File: config.mk
export PLATFORM = sky130hd
export DESIGN_NAME = pin_input_filter
export DESIGN_NICKNAME = d
export VERILOG_FILES = /design/src/rtl/pinflt_pkg.sv /design/src/rtl/pinflt_sync.sv /design/src/rtl/pinflt_ctrl.sv /design/src/rtl/pinflt_datapath.sv /design/src/rtl/pin_input_filter.sv
export SDC_FILE = /design/constraint.sdc
export NUM_CORES = 1
export LEC_CHECK = 0
export ABC_AREA = 1
export CAP_MARGIN = 20
export CORE_AREA = 3 3 40 42
export DETAILED_ROUTE_END_ITERATION = 8
export DIE_AREA = 0 0 43 45
export DONT_BUFFER_PORTS = 1
export PLACE_DENSITY = 0.59
export SKIP_CTS_REPAIR_TIMING = 1
export SYNTH_ARGS = -nofsm -noshare
export SYNTH_HDL_FRONTEND = slang
export SYNTH_SLANG_ARGS = --single-unit
export TNS_END_PERCENT = 1
File: constraint.sdc
create_clock -name clk -period 2.2 [get_ports clk]
set_input_delay 0.44 -clock clk [delete_from_list [all_inputs] [get_ports clk]]
set_output_delay 0.44 -clock clk [all_outputs]
set_load 0.005 [all_outputs]
File: src/rtl/pinflt_pkg.sv
package pinflt_pkg;
  localparam int PF_TYPE_W    = 3;
  localparam int PF_SEL_W     = 3;
  localparam int PF_MAX_DEPTH = 5;
  localparam int PF_DEPTH_W   = $clog2(PF_MAX_DEPTH + 1);
  localparam int PF_NUM_DIV   = (1 << PF_SEL_W) - 1;

  typedef enum logic [PF_TYPE_W-1:0] {
    FT_SYNC   = 3'd0,
    FT_DIRECT = 3'd1,
    FT_RUN2   = 3'd2,
    FT_RUN3   = 3'd3,
    FT_RUN4   = 3'd4,
    FT_RUN5   = 3'd5
  } pinflt_type_e;

  typedef struct packed {
    logic                  sampleEn;
    logic                  useDirect;
    logic                  useFilter;
    logic [PF_DEPTH_W-1:0] depth;
  } pinflt_ctl_t;
endpackage

File: src/rtl/pinflt_sync.sv
module pinflt_sync #(
  parameter int STAGES = 2
) (
  input  logic clk,
  input  logic rst,
  input  logic d,
  output logic q
);
  logic [STAGES-1:0] chain;

  always_ff @(posedge clk) begin
    if (rst) chain <= '0;
    else     chain <= {chain[STAGES-2:0], d};
  end

  assign q = chain[STAGES-1];
endmodule

File: src/rtl/pinflt_ctrl.sv
module pinflt_ctrl
  import pinflt_pkg::*;
#(
  parameter int TYPE_W    = PF_TYPE_W,
  parameter int SEL_W     = PF_SEL_W,
  parameter int NUM_DIV   = PF_NUM_DIV,
  parameter int MAX_DEPTH = PF_MAX_DEPTH
) (
  input  logic [TYPE_W-1:0]  fltType,
  input  logic [SEL_W-1:0]   fltClkSel,
  input  logic [NUM_DIV-1:0] tickIn,
  output pinflt_ctl_t        ctl
);
  localparam int NUM_SRC = NUM_DIV + 1;

  logic [NUM_SRC-1:0] tickSrc;
  logic               selTick;

  // source 0 is the always-on tick
  assign tickSrc = {tickIn, 1'b1};

  always_comb begin
    selTick = 1'b0;
    for (int k = 0; k < NUM_SRC; k++) begin
      if (fltClkSel == SEL_W'(k)) selTick = tickSrc[k];
    end
  end

  always_comb begin
    ctl           = '0;
    ctl.sampleEn  = selTick;
    if (fltType == TYPE_W'(FT_DIRECT)) begin
      ctl.useDirect = 1'b1;
    end else if (fltType >= TYPE_W'(2) && fltType <= TYPE_W'(MAX_DEPTH)) begin
      ctl.useFilter = 1'b1;
      ctl.depth     = PF_DEPTH_W'(fltType);
    end
  end
endmodule

File: src/rtl/pinflt_datapath.sv
module pinflt_datapath
  import pinflt_pkg::*;
#(
  parameter int MAX_DEPTH   = PF_MAX_DEPTH,
  parameter int SYNC_STAGES = 2
) (
  input  logic        clk,
  input  logic        rst,
  input  logic        padIn,
  input  logic        invert,
  input  pinflt_ctl_t ctl,
  output logic        syncLvl,
  output logic        filtLvl,
  output logic        condOut
);
  localparam int HIST_W = MAX_DEPTH - 1;

  logic [HIST_W-1:0] hist;
  logic [HIST_W-1:0] agree;
  logic              allAgree;
  logic              selLvl;

  pinflt_sync #(.STAGES(SYNC_STAGES)) u_sync (
    .clk(clk), .rst(rst), .d(padIn), .q(syncLvl)
  );

  // sample history, newest in bit 0
  generate
    if (HIST_W == 1) begin : g_hist1
      always_ff @(posedge clk) begin
        if (rst)               hist <= '0;
        else if (ctl.sampleEn) hist <= syncLvl;
      end
    end else begin : g_histN
      always_ff @(posedge clk) begin
        if (rst)               hist <= '0;
        else if (ctl.sampleEn) hist <= {hist[HIST_W-2:0], syncLvl};
      end
    end
  endgenerate

  // older sample i matters only when depth exceeds i+1
  generate
    for (genvar i = 0; i < HIST_W; i++) begin : g_agree
      localparam logic [PF_DEPTH_W-1:0] POS = PF_DEPTH_W'(i + 1);
      assign agree[i] = (hist[i] == syncLvl) || (ctl.depth <= POS);
    end
  endgenerate

  assign allAgree = &agree;

  always_ff @(posedge clk) begin
    if (rst)
      filtLvl <= 1'b0;
    else if (ctl.useFilter && ctl.sampleEn && allAgree)
      filtLvl <= syncLvl;
  end

  always_comb begin
    if (ctl.useDirect)      selLvl = padIn;
    else if (ctl.useFilter) selLvl = filtLvl;
    else                    selLvl = syncLvl;
  end

  assign condOut = selLvl ^ invert;
endmodule

File: src/rtl/pin_input_filter.sv
module pin_input_filter
  import pinflt_pkg::*;
(
  input  logic                  clk,
  input  logic                  rst,
  input  logic                  padIn,
  input  logic [PF_TYPE_W-1:0]  fltType,
  input  logic [PF_SEL_W-1:0]   fltClkSel,
  input  logic                  invert,
  input  logic [PF_NUM_DIV-1:0] tickIn,
  output logic                  condOut
);
  pinflt_ctl_t ctl;
  logic        syncLvl;
  logic        filtLvl;

  pinflt_ctrl u_ctrl (
    .fltType(fltType), .fltClkSel(fltClkSel), .tickIn(tickIn), .ctl(ctl)
  );

  pinflt_datapath u_dp (
    .clk(clk), .rst(rst), .padIn(padIn), .invert(invert), .ctl(ctl),
    .syncLvl(syncLvl), .filtLvl(filtLvl), .condOut(condOut)
  );
endmodule

==> results.md <==
* Synth Area in Compound Gates at a little over an eighth
* Setup-failing EPs final at 0
* Largest net degree at the start of global routing at 10
* HP Class: in2reg
* Switching power at roughly 0.000094 W
* Final hold vios at 0
* Least-Margin Pin Slew at 0.199 ns
* DR DRC count at 0
* Comb power frac at about a fifth
* Critical Path AT at roughly 1.3 ns
* Tmin final at around 1.7 ns
* Routability Congestion at between 0.7 and 0.8
* CTS tree: yes
* Netlist cell types at 13
* Switching share of power at roughly 29%
* XOR/XNOR Fraction of Synth Area at between 1.5 and 2%
* Total track usage at roughly a tenth
* Num CTS Buffers at 3
* Largest family of logic cells by synthesized area: simple AND/OR/NAND/NOR gates
* CP Capture Type: output pin
* Reg clk slew, reported paths at 0.05 ns
* Min Hold Slack at 0.253 ns
* Clock tree sinks at 7
* Post-synth ARST share at 0%
* Ports at 18
* Number of synthesized flops with an enable pin at 0
* DR vias/cell at approximately 4.5
* Ant diodes at 0
* Number of max-cap violations at 0
* Synth cell count leaders: 22 x nand2_1, 18 x inv_1, 8 x nand3_1
* Reg power frac at about 44%
* Max Fclk at about 580 MHz
* Fillers at 139
* Clock Latency Late Sink at roughly 0.25 ns
* Pwr Total at between 0.0003 and 0.0004 W
* PwrDens at around 640 nW/um^2
* Aggregate global routing overflow at 0
* Outcome: finished clean
* Die area at around 1900 sq um
* CP required at approximately 1.8 ns
* Core Util, Final at between 40% and 50%
* Initial antenna violation count at 0
* Maximum VDD drop at 0.463 mV
* Die X at roughly 43 um
* Dpl hpwl at approximately 750 um
* Ys Warns at 0
* #FFs+latches synth at 7
* First-pass GRT wire length at around 1400 um
* Wire length per cell at 9.12 um
* Setup TNS at 0 ns
* Slew Limit Fails at 0
* Post-synthesis mux area share at 0%
* Syn Std Cell Area at between 400 and 500 sq um
* DRT iter0 DRCs at 4
* Startpoint Class: primary input
* Mapped Nets at 97
* Top-count cell post-synth: nand2_1
* Post-synth top area cell: dfxtp_1
* Drt first pass iters at 4
* Final period utilization at 77.9%
* Clock share of power at 35.2%
* Post-Syn Area per Cell at a little over 6 sq um
* Final Non-Filler Cells at 97
* Worst Skew at 0.000549 ns
* RSZ-0062 raised after global routing: no
* Layout area overhead at 9.57%
* H-tree depth at 1
* Slew margin rel. at between 80 and 90%
* Main synth FF type: dfxtp_1
* Die height at 45 um
* Post-Route WL at just under 900 um
* Nets at 102
* Simple-gate share of the synthesized area at 35.4%
* LEAKAGE at 0.279 nW
* Layout cells sized above 1 at 6.10%
* Via count at around 440
* Top post-synthesis cells by area: dfxtp_1 30%, nand2_1 18%, inv_1 14%, nand3_1 8.5%, a21oi_1 5.3%
* CTS root buffer: clkbuf_4
* Setup CP Type: in2out
* Number of global-route vias before repair at ~420
* I/O Buffers at 0
* Post-Synth Adder-Cell Area at ~5.3%
* Dpl cells at 93
* Crit-path max FO at 3
* CTS max path bufs at 2
* Synthesized netlist cell count at 78
* FP Rows at 13
* Antenna Violating Nets Remaining at 0
* Seq/Total Area, Yosys at between 20% and 30%
* Core area at 1280 sq um
* Initial Util at approximately 37%
* Post-synth top area share at 29.8%
* Internal power at 0.000234 W
cells by family after synthesis:
kind of cell / after synthesis
xor+xnor: 1
compound gates: 12
simple gates: 38
flops: 7
fa+ha+maj: 2
buf+inv: 18
layout make-up:
class                      instances  area, sq um  share of cell area, %
tap                               15         18.8                   3.64
clock buffer                       4         26.3                   5.10
inverter                          18         67.6                   13.1
multi-input combinational         53          263                   51.0
sequential                         7          140                   27.2
cells in the final DEF (no fill, tap or decap), drive strengths merged:
| master | instances |
|---|---|
| nor2 | 6 |
| o21ai | 6 |
| inv | 18 |
| ha | 2 |
| xor2 | 1 |
| clkbuf | 4 |
| a21oi | 5 |
| o211ai | 1 |
| nand3 | 9 |
| nand2 | 23 |
| dfxtp | 7 |
final timing paths:
check                           cells after the start  slack [ns]                         endpoint                             from
worst min register to register                      2        0.40  u_dp.u_sync.chain[1]$_SDFF_PP0_  u_dp.u_sync.chain[0]$_SDFF_PP0_
worst max-delay path                                5        0.49                          condOut                       fltType[1]
worst min-delay path                                1        0.25  u_dp.u_sync.chain[1]$_SDFF_PP0_                              rst
worst max register to register                     10        1.20        u_dp.filtLvl$_SDFFE_PP0P_        u_dp.hist[3]$_SDFFE_PP0P_
worst max-delay path, cell delays in order:
cell	delay, ns
inv_1	0.03
ha_1	0.32
o211ai_1	0.17
o21ai_0	0.13
xor2_1	0.18
flip-flops by register name, indices dropped and copies added (netlist names):
register           count
u_dp.filtLvl           1
u_dp.u_sync.chain      2
u_dp.hist              4
routing by layer:
layer	wire [um]	vias up	global-route usage, %
met1	397	185	10.9
met3	52	0	7.17
met4	0	0	0
met5	0	-	0
li1	-	248	-
met2	434	8	16.8
power groups by stage:
stage / sequential (W) / combinational (W) / clock, W
4_1_cts: 0.000145 / 0.0000680 / 0.000118
3_5_place_dp: 0.000148 / 0.0000676 / 0
3_3_place_gp: 0.000148 / 0.0000653 / 0
5_1_grt: 0.000146 / 0.0000781 / 0.000129
2_1_floorplan: 0.000146 / 0.0000580 / 0
6_report: 0.000145 / 0.0000673 / 0.000116
per-stage QoR:
stage | worst slack [ns] | cell area [sq um]
4_1_cts | 0.477 | 515
3_3_place_gp | 0.532 | 489
5_1_grt | 0.399 | 515
3_5_place_dp | 0.478 | 489
6_report | 0.486 | 515
2_1_floorplan | 0.566 | 470
Power figures use the tool's default switching activity.
